### src/rtl/rtc3w_pkg.sv
package rtc3w_pkg;

    localparam int ADDR_W      = 5;
    localparam int BYTE_W      = 8;
    localparam int WR_CLOCKS   = 2 * BYTE_W;       // command + data out
    localparam int RD_CLOCKS   = 2 * BYTE_W - 1;   // last data bit needs no rise
    localparam int LAST_WR_SEG = 2 * WR_CLOCKS;    // trailing low half-period
    localparam int LAST_RD_SEG = 2 * RD_CLOCKS;
    localparam int TURN_SEG    = 2 * BYTE_W;       // first half-period owned by device
    localparam int SEG_W       = $clog2(LAST_WR_SEG + 1);

    typedef enum logic [1:0] {
        ST_IDLE = 2'd0,
        ST_XFER = 2'd1,
        ST_GAP  = 2'd2
    } rtc3w_state_e;

    function automatic logic [BYTE_W-1:0] make_cmd(
        input logic              rd,
        input logic              ram,
        input logic [ADDR_W-1:0] addr
    );
        return {1'b1, ram, addr, rd};
    endfunction

endpackage

### src/rtl/rtc3w_divider.sv
module rtc3w_divider #(
    parameter int HALF_CYC = 50
) (
    input  logic clk,
    input  logic rst_n,
    input  logic run,
    output logic tick
);
    localparam int CNT_W = (HALF_CYC > 1) ? $clog2(HALF_CYC) : 1;
    localparam logic [CNT_W-1:0] CNT_TOP = CNT_W'(HALF_CYC - 1);

    logic [CNT_W-1:0] cnt_q;

    always_ff @(posedge clk or negedge rst_n) begin
        if (!rst_n) begin
            cnt_q <= '0;
        end else if (!run || cnt_q == CNT_TOP) begin
            cnt_q <= '0;
        end else begin
            cnt_q <= cnt_q + 1'b1;
        end
    end

    assign tick = run && (cnt_q == CNT_TOP);

endmodule

### src/rtl/rtc3w_tx_shift.sv
module rtc3w_tx_shift #(
    parameter int WIDTH = 16
) (
    input  logic             clk,
    input  logic             rst_n,
    input  logic             load,
    input  logic [WIDTH-1:0] load_val,
    input  logic             shift,
    output logic             bit_o
);
    logic [WIDTH-1:0] sr_q;

    always_ff @(posedge clk or negedge rst_n) begin
        if (!rst_n) begin
            sr_q <= '0;
        end else if (load) begin
            sr_q <= load_val;
        end else if (shift) begin
            sr_q <= {1'b0, sr_q[WIDTH-1:1]};
        end
    end

    assign bit_o = sr_q[0];

endmodule

### src/rtl/rtc3w_rx_capture.sv
module rtc3w_rx_capture #(
    parameter int WIDTH = 8
) (
    input  logic             clk,
    input  logic             rst_n,
    input  logic             shift,
    input  logic             commit,
    input  logic             din,
    output logic [WIDTH-1:0] byte_o
);
    logic [WIDTH-1:0] sr_q;
    logic [WIDTH-1:0] hold_q;

    always_ff @(posedge clk or negedge rst_n) begin
        if (!rst_n) begin
            sr_q   <= '0;
            hold_q <= '0;
        end else begin
            if (shift) begin
                sr_q <= {din, sr_q[WIDTH-1:1]};
            end
            if (commit) begin
                hold_q <= {din, sr_q[WIDTH-1:1]};
            end
        end
    end

    assign byte_o = hold_q;

endmodule

### src/rtl/rtc3w_ctrl.sv
module rtc3w_ctrl
    import rtc3w_pkg::*;
#(
    parameter int HALF_CYC = 50,
    parameter int GAP_CYC  = 200
) (
    input  logic        clk,
    input  logic        rst_n,
    input  logic        req,
    input  logic        req_rd,
    input  logic        req_ram,
    input  logic [4:0]  req_addr,
    input  logic [7:0]  req_wdata,
    output logic        busy,
    output logic        done,
    output logic [7:0]  rdata,
    output logic        ce,
    output logic        sclk,
    output logic        sio_o,
    output logic        sio_oe,
    input  logic        sio_i
);
    localparam int GAP_W = (GAP_CYC > 1) ? $clog2(GAP_CYC) : 1;
    localparam logic [GAP_W-1:0] GAP_TOP  = GAP_W'(GAP_CYC - 1);
    localparam logic [SEG_W-1:0] SEG_WR   = SEG_W'(LAST_WR_SEG);
    localparam logic [SEG_W-1:0] SEG_RD   = SEG_W'(LAST_RD_SEG);
    localparam logic [SEG_W-1:0] SEG_TURN = SEG_W'(TURN_SEG);

    rtc3w_state_e       state_q, state_d;
    logic [SEG_W-1:0]   seg_q;
    logic [GAP_W-1:0]   gap_q;
    logic               rd_q;
    logic               done_q;
    logic               tick;
    logic               accept;
    logic               last_seg;
    logic               seg_end;
    logic               dev_owns;
    logic               tx_bit;

    assign accept   = (state_q == ST_IDLE) && req;
    assign last_seg = rd_q ? (seg_q == SEG_RD) : (seg_q == SEG_WR);
    assign seg_end  = (state_q == ST_XFER) && tick && last_seg;
    assign dev_owns = rd_q && (seg_q >= SEG_TURN);

    // next-state logic
    always_comb begin
        state_d = state_q;
        unique case (state_q)
            ST_IDLE: if (req)              state_d = ST_XFER;
            ST_XFER: if (seg_end)          state_d = ST_GAP;
            ST_GAP:  if (gap_q == GAP_TOP) state_d = ST_IDLE;
            default:                       state_d = ST_IDLE;
        endcase
    end

    // state register
    always_ff @(posedge clk or negedge rst_n) begin
        if (!rst_n) begin
            state_q <= ST_IDLE;
        end else begin
            state_q <= state_d;
        end
    end

    // sequencing counters
    always_ff @(posedge clk or negedge rst_n) begin
        if (!rst_n) begin
            seg_q  <= '0;
            gap_q  <= '0;
            rd_q   <= 1'b0;
            done_q <= 1'b0;
        end else begin
            done_q <= seg_end;
            if (accept) begin
                seg_q <= '0;
                rd_q  <= req_rd;
            end else if ((state_q == ST_XFER) && tick && !last_seg) begin
                seg_q <= seg_q + 1'b1;
            end
            if (state_q == ST_GAP) begin
                gap_q <= gap_q + 1'b1;
            end else begin
                gap_q <= '0;
            end
        end
    end

    rtc3w_divider #(.HALF_CYC(HALF_CYC)) u_div (
        .clk   (clk),
        .rst_n (rst_n),
        .run   (state_q == ST_XFER),
        .tick  (tick)
    );

    rtc3w_tx_shift #(.WIDTH(2 * BYTE_W)) u_tx (
        .clk      (clk),
        .rst_n    (rst_n),
        .load     (accept),
        .load_val ({req_wdata, make_cmd(req_rd, req_ram, req_addr)}),
        .shift    ((state_q == ST_XFER) && tick && seg_q[0]),
        .bit_o    (tx_bit)
    );

    rtc3w_rx_capture #(.WIDTH(BYTE_W)) u_rx (
        .clk    (clk),
        .rst_n  (rst_n),
        .shift  ((state_q == ST_XFER) && tick && dev_owns && !seg_q[0]),
        .commit (seg_end && rd_q),
        .din    (sio_i),
        .byte_o (rdata)
    );

    // outputs
    always_comb begin
        ce     = (state_q == ST_XFER);
        sclk   = ce && seg_q[0];
        sio_oe = ce && !dev_owns;
        sio_o  = tx_bit;
        busy   = (state_q != ST_IDLE);
        done   = done_q;
    end

endmodule

### config.mk
export PLATFORM = sky130hd
export DESIGN_NAME = rtc3w_ctrl
export DESIGN_NICKNAME = d
export VERILOG_FILES = /design/src/rtl/rtc3w_pkg.sv /design/src/rtl/rtc3w_divider.sv /design/src/rtl/rtc3w_tx_shift.sv /design/src/rtl/rtc3w_rx_capture.sv /design/src/rtl/rtc3w_ctrl.sv
export SDC_FILE = /design/constraint.sdc
export NUM_CORES = 1
export LEC_CHECK = 0
export CELL_PAD_IN_SITES_DETAIL_PLACEMENT = 1
export CELL_PAD_IN_SITES_GLOBAL_PLACEMENT = 2
export CORE_ASPECT_RATIO = 1.25
export CORE_UTILIZATION = 44
export DETAILED_ROUTE_END_ITERATION = 10
export DONT_BUFFER_PORTS = 1
export GPL_ROUTABILITY_DRIVEN = 0
export PLACE_DENSITY_LB_ADDON = 0.05
export SLEW_MARGIN = 20
export SYNTH_ARGS = -nofsm -noshare
export SYNTH_HDL_FRONTEND = slang
export SYNTH_SLANG_ARGS = --single-unit
### constraint.sdc
create_clock -name clk -period 3.6 [get_ports clk]
set_input_delay 0.18 -clock clk [delete_from_list [all_inputs] [get_ports clk]]
set_output_delay 0.18 -clock clk [all_outputs]
set_load 0.005 [all_outputs]
# Word level (Yosys, flattened, before mapping)
# Index checks and enable logic that the tools add are counted.
[word_totals]
latchBits = 0
mem_bits_ro = 0
ff_bits = 56
n_memories = 0
word_cells = 55
mem_bits_rw = 0
in_bits = 19
[op_classes]
reduce_logical = 22
bitwise_logic = 0
mux = 11
shift = 0
div = 0
n_addsub = 3
n_mul = 0
eq_ne = 9
magnitude_cmp = 1
[ops]
columns = ["cell", "count"]
rows = [
  ["$mux W16", 2],
  ["$mux W6", 3],
  ["$add A6 B1 Y6 const B", 2],
  ["$eq A6 B6 Y1 const B", 2],
  ["$logic_and A1 B1 Y1", 12],
  ["$add A8 B1 Y8 const B", 1],
  ["$eq A8 B8 Y1 const B", 1],
  ["$mux W8", 1],
  ["$eq A6 B5 Y1 const B", 1],
  ["$ge A6 B5 Y1 const B", 1],
  ["$mux W2", 3],
  ["$ne A2 B2 Y1 const B", 3],
  ["$pmux W2 S3", 1],
  ["$reduce_bool A2 Y1", 3],
  ["$logic_not A1 Y1", 4],
  ["$reduce_and A3 Y1", 1],
  ["$eq A2 B1 Y1 const B", 1],
  ["$eq A2 B2 Y1 const B", 1],
  ["$logic_not A2 Y1", 1],
  ["$logic_or A1 B1 Y1", 1],
  ["$mux W1", 1],
]

# Depth between registers and ports, before layout
# Gate-level depths: netlist (run 1).
[logic_depth]
word_depth = 6
mapped_depth = 7
depth_no_buf = 6

# By module
# From an unflattened synthesis (run 1), not the netlist that was laid out.
[unflattened]
cells_unflattened = 221
hier_area_um2 = 2578.7
[modules_own_cells]
columns = ["module", "area_each_um2", "cells_each", "instances"]
rows = [
  ["rtc3w_ctrl", 922.1, 92, 1],
  ["rtc3w_tx_shift", 742.0, 69, 1],
  ["rtc3w_rx_capture", 623.1, 32, 1],
  ["rtc3w_divider", 291.5, 28, 1],
]

# Worst setup path after synthesis (run 1)
# No wires, ideal clock.
[synth_path]
path_type = "reg-to-reg"
startpoint = "register seg_q[2]"
endpoint = "register u_rx.hold_q[0] (netlist: u_rx.byte_o[0])"
t_arrival_ns = 2.204
setup_time_ns = 0.125
n_path_buf = 1
synth_period_minus_slack_ns = 2.329
path_stages_with_launch = 6
path_slack_ns = 1.271
path_cell_list = "dfrtp_1 or4_4 o32a_1 or4b_4 buf_6 mux2_4"
[synth_via]
elab_chain_cells = 4
[synth_lines]
columns = ["item", "line_no", "rtl"]
rows = [
  ["from (decl)", "rtc3w_ctrl.sv:30", "logic [SEG_W-1:0] seg_q;"],
  ["from (signal assigned)", "rtc3w_ctrl.sv:79", "seg_q <= seg_q + 1'b1;"],
  ["$eq A6 B6 Y1 or $eq A6 B5 Y1 (tied branches)", "rtc3w_ctrl.sv:42", "assign last_seg = rd_q ? (seg_q == SEG_RD) : (seg_q == SEG_WR);"],
  ["$mux W1 (*)", "rtc3w_ctrl.sv:42", ""],
  ["$logic_and A1 B1 Y1 (*)", "rtc3w_ctrl.sv:43", "assign seg_end = (state_q == ST_XFER) && tick && last_seg;"],
  ["$logic_and A1 B1 Y1 (*)", "rtc3w_ctrl.sv:109", ".commit (seg_end && rd_q),"],
  ["to (signal assigned)", "rtc3w_rx_capture.sv:23", "hold_q <= {din, sr_q[WIDTH-1:1]};"],
  ["to (decl)", "rtc3w_rx_capture.sv:12", "logic [WIDTH-1:0] hold_q;"],
]
# Mark *: on every way between the ends. The rest lies on a longest branch, timed or not.
# A chain may end at the register's enable or synchronous reset.

# Final worst setup path (run 1)
[layout_path]
startpoint = "register seg_q[2]"
endpoint = "register u_rx.hold_q[7] (netlist: u_rx.byte_o[7])"
# Same word-level chain as after synthesis.

==> impl_metrics.json, run 1 <==
{
  "finalClockSkew_ns": 0.01266,
  "worst_skew_pair.late_latency_ns": 0.31,
  "rows": 30,
  "max_cap_violations": 0,
  "cp_slowest_cell": "or4b_4",
  "crit_start": "seg_q[2]",
  "worstPathCellList": "or4_4 -> o32a_1 -> or4b_4 -> mux2_4",
  "ys.flop_type": "dfrtp_1",
  "r2r_start": "seg_q[2]",
  "max_clock_freq_ghz": 0.4066,
  "rsz0062_at_grt": "no",
  "syn_inst": 226,
  "drt_iter0_drc": 112,
  "area_growth_pct": 11.26,
  "slowest_delay_ns": 0.64,
  "r2r_cells": 4,
  "grt_max_degree": 56,
  "h-tree-depth": 2,
  "ios": 33,
  "worst_hold_path.endpoint": "u_tx.sr_q[14]",
  "cts_buffers": 5,
  "async_flop_share_pct": 100.0,
  "root_buffer": "clkbuf_8",
  "synth-edff-count": 0,
  "timing.final.crit_period_ns": 2.459,
  "ir_drop_uv": 219.9,
  "worstSetupPathType": "reg -> reg",
  "hpwl_mm": 3.564,
  "fp.dieW_um": 69.29,
  "syn_area_mm2": 0.002490,
  "final_util_pct": 50.90,
  "yosysWarnings": 0,
  "synth_cell_types": 41,
  "cts_setup_buffers": 0,
  "initial_utilization_pct": 45.75,
  "outcome": "complete, no violations",
  "holdCritStartpoint": "req_wdata[6]",
  "antenna_found_initial": 0,
  "globalRoute.totalOverflow": 0,
  "diodes": 0,
  "r2r_slack_ns": 1.14,
  "yosysTopAreaCellShare_pct": 55.28,
  "nNetsFinal": 259,
  "p_per_area_mw_per_mm2": 401.6,
  "cp.arrival_ns": 2.67,
  "synthTopCellsByArea": "dfrtp_1 (55%), nand3_1 (5.0%), mux2_4 (4.8%)",
  "numPortBuffers": 0,
  "drc": 0,
  "tightest_slew_ns": 0.5653,
  "timing.final.crit_share_pct": 68.32,
  "die-area_mm2": 0.005966,
  "cp_top_family": "simple AND/OR/NAND/NOR gates",
  "wire_per_inst_um": 17.07,
  "avgSynthCellArea_um2": 11.02,
  "layout-drive-gt1-share_pct": 14.35,
  "p_leak_nw": 1.307,
  "worstSetupEndpointType": "register",
  "path_buf_inv": 0,
  "vias": 1727,
  "ys_seq_area_share_pct": 55.28,
  "startpoint_type": "register",
  "detail-route-antenna-nets": 0,
  "cts.clk_slew.worst_paths_ns": 0.11,
  "clkSinkCount": 55,
  "cts_tree": "yes",
  "ys_ff_latch": 55,
  "grtUsageTotal_pct": 19.07,
  "setup_tns_ns": 0,
  "grt_pass1_wl_mm": 8.983,
  "hp-class": "in -> reg",
  "r2r-end": "u_rx.byte_o[7]",
  "synth_top_area_cell": "dfrtp_1",
  "power_mw": 1.112,
  "clock_path_buffers": 2,
  "crit_fanout": 8,
  "die_h_um": 86.11,
  "max_slew_margin_pct": 62.11,
  "dr.pass1.iters": 4,
  "cp_data_required_time_ns": 3.81,
  "grt_pass1_vias": 1815,
  "hold-path-cell-count": 2,
  "drv_slew": 0,
  "viasPerCell": 5.738,
  "wl_mm": 5.138,
  "core_mm2": 0.005443,
  "setup_violations": 0,
  "hold_viol_final": 0,
  "synth_nets": 249
}
==> flip-flops by register name, indices dropped and copies added (netlist names) <==
signal and flops:
done 1, u_div.cnt_q 6, u_rx.sr_q 7, seg_q 6, gap_q 8, u_tx.sr_q 16
state_q 2, rd_q 1, u_rx.byte_o 8
==> cell families after synthesis <==
family / after synthesis / synth area share [%]
AND/OR/NAND/NOR: 97 / 19.90
flip-flops: 55 / 55.28
buffers and inverters: 15 / 2.563
XOR/XNOR: 11 / 3.869
AO/OA/AOI/OAI: 28 / 7.990
adder cells (fa/ha/maj): 4 / 2.010
multiplexers: 16 / 8.392
==> worst max-delay path by stage <==
stage	endpoint	depth (start not counted)
finish	u_rx.byte_o[7]	4
global route	u_rx.byte_o[7]	6
CTS	u_rx.byte_o[7]	4
detailed placement	u_rx.byte_o[7]	4
global placement	u_rx.byte_o[7]	4
floorplan	u_rx.byte_o[0]	5
==> through the flow <==
step	hold slack (ns)	cell area (µm²)	instances	setup WS, ns
5_1_grt	0.005556	2770	301	1.055
3_5_place_dp	-0.1145	2547	284	1.165
6_report	0.009598	2770	301	1.141
4_1_cts	0.007227	2770	301	1.142
2_1_floorplan	-0.1156	2490	226	1.271
3_3_place_gp	-0.1146	2547	284	1.259
==> cell usage after synthesis, types with 2 or more instances <==
cell type   n
a21o_1      6
a21oi_1     4
a22o_1      6
and3_1      2
clkbuf_1    7
dfrtp_1    55
ha_1        4
inv_1       7
mux2_2      7
mux2_4      8
nand2_1    23
nand2b_1    2
nand3_1    25
nand3b_1    2
nand4_1     4
nor2_1     20
nor3_1      4
nor4_1      2
o21ai_0     6
or2_2       2
xnor2_1     5
xor2_1      6
==> placed cells by master (no fill, tap or decap), types with 2 or more instances in the layout <==
cell type	netlist	final
xor2_1	6	6
mux2_4	8	8
a21o_1	6	6
mux2_2	7	7
nand3b_1	2	2
or2_2	2	2
nand4_1	4	4
xnor2_1	5	5
nor2_1	20	20
nor3_1	4	4
o21ai_0	6	6
and3_1	2	2
a21oi_1	4	4
dlygate4sd3_1	0	8
nand2_1	23	23
ha_1	4	4
buf_4	0	2
nand2b_1	2	2
dfrtp_1	55	55
a22o_1	6	6
inv_1	7	7
nand3_1	25	25
nor4_1	2	2
clkbuf_8	0	5
==> timing repair <==
item                      in CTS  in global routing
resized for setup              0                  0
hold endpoints to repair      62                  0
hold buffers                   9                  0
==> metal layers <==
layer	share of wire (%)	track usage (%)
met5	0	0
met4	1.1	5.009
met3	2.3	3.525
met2	50	31.86
met1	46	25.61
==> power by group <==
part | internal (mW) | leakage (nW) | switching [mW]
Combinational | 0.0283 | 0.558 | 0.0342
Sequential | 0.627 | 0.695 | 0.0104
Clock | 0.210 | 0.0548 | 0.203
==> layout make-up <==
type	count	area (µm²)
clock inverters	3	46.29
multi-input cells	156	1050
inverters	7	26.28
well taps	64	80.08
fillers	600	2673
flip-flops and latches	55	1376
repair buffers	11	122.6
clock buffers	5	68.82
(Power assumes the default switching activity.)
==> run 2, diff against run 1 <==
Settings changed: CORE_UTILIZATION 44 to 37.
Clock period 3.6 ns to 2.18 ns, I/O delays scaled along.
==> run 2 against run 1 <==
The run now ends with negative setup slack left; hold slack better by 0.012 ns; register-to-register slack worse by 1.3 ns; clock skew is 0.0056 ns lower; global-route usage is 1.7 points lower; via count is 2.6% higher; utilization is 5.8 points lower; sequential cell count stayed put; first-iteration DRC count is 49% lower; non-clock buffer count is 20 higher; power is 61% higher; final cell count is 14% higher; design area is 6.2% higher.
==> impl_metrics.json, run 2 (synthesized netlist as in run 1, its figures left out) <==
{
  "outcome": "complete, but fails checks",
  "failed_checks": "negative setup slack",
  "core_mm2": 0.006524,
  "max_clock_freq_ghz": 0.4349,
  "timing.final.crit_period_ns": 2.299,
  "nNetsFinal": 279,
  "cp_data_required_time_ns": 2.37,
  "die-area_mm2": 0.007063,
  "grtUsageTotal_pct": 17.37,
  "h-tree-depth": 2,
  "dp_cells": 323,
  "setup_tns_ns": -0.9126,
  "hold-path-cell-count": 2,
  "grt_pass1_vias": 1906,
  "cp.arrival_ns": 2.49,
  "dr_wl_met2_mm": 2.885,
  "power_frac_comb_pct": 6.9,
  "clock_path_buffers": 2,
  "timing.final.crit_share_pct": 105.5,
  "rows": 33,
  "drt_iter0_drc": 57,
  "place_ws_ns": -0.1460,
  "worstSetupPathType": "reg -> reg",
  "slowest_delay_ns": 0.60,
  "layout-drive-gt1-share_pct": 20.23,
  "worst_skew_pair.late_latency_ns": 0.31,
  "cts_buffers": 5,
  "fin_ws_ns": -0.1195,
  "nFillCells": 762,
  "setup_violations": 8,
  "ios": 33,
  "cts.clk_slew.worst_paths_ns": 0.10,
  "final_util_pct": 45.11,
  "regMostFlops": "u_tx.sr_q",
  "globalRoute.totalOverflow": 0,
  "hpwl_mm": 3.927,
  "hold_viol_final": 0,
  "startpoint_type": "register",
  "drv_slew": 0,
  "vias": 1772,
  "drc": 0,
  "final_common_cell": "dfrtp_1",
  "cp_slowest_cell": "or4b_4",
  "detail-route-antenna-nets": 0,
  "final_cell_mix": "dfrtp_1 (55), nand3_1 (25), nand2_1 (23)",
  "finalClockSkew_ns": 0.007087,
  "dpl-instance-area_mm2": 0.002696,
  "hold_slack_ns": 0.02125,
  "crit_end": "u_rx.byte_o[7]",
  "tightest_slew_ns": 0.4761,
  "power.switching_uw": 408.3,
  "rsz0062_at_grt": "yes",
  "internal_power_mw": 1.384,
  "pwr-share-clk_pct": 34.6,
  "swShare_pct": 22.78,
  "p_per_area_mw_per_mm2": 609.2,
  "stdcell_area_mm2": 0.002943,
  "max_cap_violations": 0,
  "wl_mm": 5.553,
  "worstPathCellList": "or4_4 -> o32a_1 -> or4b_4 -> mux2_4",
  "crit_start": "seg_q[2]",
  "power_mw": 1.793,
  "wire_per_inst_um": 16.14,
  "largest_reg_flops": 16,
  "crit_fanout": 8,
  "r2r_cells": 4,
  "wl_met1_mm": 2.436,
  "antenna_found_initial": 0,
  "ctsResizeCount": 0,
  "p_leak_nw": 1.398,
  "worstSetupEndpointType": "register",
  "r2r-end": "u_rx.byte_o[7]",
  "area_growth_pct": 18.19,
  "r2r_slack_ns": -0.12,
  "die_h_um": 93.72,
  "viasPerCell": 5.151,
  "dr.pass1.iters": 4,
  "initial_utilization_pct": 38.17,
  "r2r_start": "seg_q[2]",
  "diodes": 0,
  "instances_no_fill": 344,
  "p_seq_share_pct": 58.5,
  "grt_max_degree": 56,
  "clkSinkCount": 55,
  "wl_met3_um": 166,
  "fp.dieW_um": 75.37,
  "grt_pass1_wl_mm": 9.315,
  "routed.top_layer": "met4",
  "numPortBuffers": 0,
  "hp-class": "in -> reg",
  "ir_drop_uv": 272.6,
  "cts_tree": "yes",
  "max_slew_margin_pct": 68.14,
  "root_buffer": "clkbuf_8"
}
==> run 2: critical path: cells and delay by family (launching register included) <==
family           cells  cell delay [ns]
flip-flops           1             0.39
AND/OR/NAND/NOR      2             1.14
multiplexers         1             0.34
AO/OA/AOI/OAI        1             0.31
==> run 2: power groups by stage <==
stage | clock network (mW) | logic (mW) | registers [mW]
3_3_place_gp | 0 | 0.0794 | 1.07
6_report | 0.621 | 0.124 | 1.05
3_5_place_dp | 0 | 0.0832 | 1.07
2_1_floorplan | 0 | 0.0540 | 1.07
5_1_grt | 0.691 | 0.140 | 1.05
4_1_cts | 0.649 | 0.127 | 1.05
==> run 2: cell type report <==
cell class	instances	area, µm²	share of cell area (%)
repair buffers	31	277.8	9.439
clock buffers	7	96.34	3.274
flip-flops and latches	55	1376	46.77
clock inverters	1	7.507	0.2551
inverters	7	26.28	0.8929
well taps	87	108.9	3.699
multi-input cells	156	1050	35.67
==> run 2: what timing repair did <==
item	4_1_cts	5_1_grt
setup endpoints to repair	8	8
gates cloned	0	0
hold buffers	11	0
hold endpoints to repair	66	0
pin swaps	1	0
setup buffers	1	1
==> run 2: metal layers <==
metal  up-vias  global-route usage [%]
met4         0                   4.938
met1       892                   22.14
li1        849                       -
met5         -                       0
met2        24                   29.39
met3         7                   3.433
==> run 2: worst min-delay path by stage <==
stage | from | endpoint | slack [ns]
global route | req_addr[4] | u_tx.sr_q[5] | 0.002
floorplan | rst_n | done | -0.19
detailed placement | rst_n | u_rx.byte_o[3] | -0.19
global placement | rst_n | u_rx.byte_o[4] | -0.19
finish | req_addr[0] | u_tx.sr_q[1] | 0.02
CTS | req_addr[0] | u_tx.sr_q[1] | 0.01
==> run 3, diff against run 2 <==
==> constraint.sdc (replaced) <==
create_clock -name clk -period 2.18 [get_ports clk]
set_input_delay 0.109 -clock clk [delete_from_list [all_inputs] [get_ports clk]]
set_output_delay 0.109 -clock clk [all_outputs]
set_load 0.02 [all_outputs]
==> run 3 against run 2 <==
The flow still finishes with violations (negative setup slack); clock skew hardly changed; setup slack better by 0.0068 ns; critical path depth stayed put.
==> impl_metrics.json, run 3 (synthesized netlist as in run 1, its figures left out) <==
{
  "grt_pass1_vias": 1880,
  "met1_usage_pct": 20.30,
  "clkSinkCount": 55,
  "setup_violations": 8,
  "diodes": 0,
  "initial_utilization_pct": 38.17,
  "cp_data_required_time_ns": 2.38,
  "worst_skew_pair.late_latency_ns": 0.31,
  "cts_tree": "yes",
  "layout-drive-gt1-share_pct": 19.37,
  "final_cell_mix": "dfrtp_1 (55), nand3_1 (25), nand2_1 (23)",
  "startpoint_type": "register",
  "met3_usage_pct": 4.506,
  "tightest_slew_ns": 0.5205,
  "ios": 33,
  "h-tree-depth": 2,
  "dp_cells": 318,
  "drt_iter0_drc": 92,
  "place_ws_ns": -0.1327,
  "worstSetupPathType": "reg -> reg",
  "cts_buffers": 5,
  "cp_top_family": "simple AND/OR/NAND/NOR gates",
  "dr.pass1.iters": 4,
  "max_slew_margin_pct": 65.30,
  "fin_ws_ns": -0.1127,
  "largest_reg_flops": 16,
  "drv_slew": 0,
  "viasPerCell": 5.215,
  "regMostFlops": "u_tx.sr_q",
  "max_clock_freq_ghz": 0.4362,
  "timing.final.crit_share_pct": 105.2,
  "wire_per_inst_um": 16.30,
  "slowest_delay_ns": 0.61,
  "cp_slowest_cell": "or4b_4",
  "path_buf_inv": 0,
  "max_cap_violations": 0,
  "grtUsageMet2_pct": 30.43,
  "rsz0062_at_grt": "yes",
  "failed_checks": "negative setup slack",
  "p_leak_nw": 1.398,
  "die-area_mm2": 0.007063,
  "p_per_area_mw_per_mm2": 633.4,
  "grtUsageTotal_pct": 17.33,
  "grt-busiest-layer": "met2",
  "ir_drop_uv": 363.2,
  "cts.clk_slew.worst_paths_ns": 0.09,
  "hpwl_mm": 3.987,
  "area_growth_pct": 18.14,
  "hold_slack_ns": 0.008393,
  "grt_max_degree": 56,
  "antenna_found_initial": 0,
  "nNetsFinal": 275,
  "cp.arrival_ns": 2.49,
  "worstPathCellList": "or4_4 -> o32a_1 -> or4b_4 -> mux2_4",
  "outcome": "complete, but fails checks",
  "vias": 1773,
  "globalRoute.totalOverflow": 0,
  "root_buffer": "clkbuf_8",
  "fp.dieW_um": 75.37,
  "timing.final.crit_period_ns": 2.293,
  "nFillCells": 744,
  "drc": 0,
  "hp-class": "in -> reg",
  "core_mm2": 0.006524,
  "grt_pass1_wl_mm": 9.094,
  "wl_mm": 5.541,
  "numPortBuffers": 0,
  "finalClockSkew_ns": 0.006922,
  "crit_fanout": 8,
  "hold_viol_final": 0,
  "rows": 33,
  "detail-route-antenna-nets": 0,
  "worstSetupEndpointType": "register",
  "final_common_cell": "dfrtp_1",
  "power_mw": 1.863,
  "instances_no_fill": 340,
  "die_h_um": 93.72,
  "clock_path_buffers": 2
}
==> run 3: worst paths after layout <==
path | start | end | slack [ns] | cells after the start
setup / recovery | seg_q[2] | u_rx.byte_o[7] | -0.11 | 4
hold / removal | req_wdata[0] | u_tx.sr_q[8] | 0.008 | 2
setup reg to reg | seg_q[2] | u_rx.byte_o[7] | -0.11 | 4
hold reg to reg | gap_q[0] | gap_q[0] | 0.47 | 1
max in group asynchronous | rst_n | u_tx.sr_q[12] | 1.62 | 2
min in group asynchronous | rst_n | u_rx.byte_o[0] | 0.33 | 2
==> run 3: repair_timing <==
item,CTS,global route
endpoints found under the setup margin,8,16
resized for setup,0,2
hold endpoints to repair,66,0
pin swaps,1,0
setup buffers,1,2
hold buffers,11,0
==> run 3: worst reg2reg max path, cell delays in order (launching register included) <==
cell and delay [ns]:
dfrtp_1 0.39, or4_4 0.54, o32a_1 0.32, or4b_4 0.61, mux2_4 0.34
==> run 3: area by class of cell <==
type | instances | area [µm²] | share of cell area (%)
Timing Repair Buffer | 27 | 247.7 | 8.422
Tap cell | 87 | 108.9 | 3.701
Sequential cell | 55 | 1376 | 46.79
Multi-Input combinational cell | 156 | 1065 | 36.20
Clock inverter | 2 | 35.03 | 1.191
Inverter | 7 | 26.28 | 0.8932
Clock buffer | 6 | 82.58 | 2.807
==> run 3: per-layer routing <==
layer | wire length [µm] | vias to the layer above
li1 | - | 842
met2 | 3018 | 25
met4 | 47 | 0
met5 | 0 | -
met1 | 2282 | 902
met3 | 193 | 4
==> run 3: per-stage QoR <==
stage | cell area, µm² | util (%) | setup TNS, ns
after global routing | 2942 | 45.09 | -1.326
after CTS | 2912 | 44.63 | -0.8661
after floorplan | 2490 | - | -1.194
final | 2942 | 45.09 | -0.8746
after global placement | 2659 | 40.76 | -0.7608
after detailed placement | 2659 | 40.76 | -1.029
==> run 3: where the power goes <==
group | internal (mW) | leakage [nW] | switching, mW
registers | 1.04 | 0.695 | 0.0143
clock network | 0.372 | 0.0612 | 0.317
logic | 0.0585 | 0.642 | 0.0658
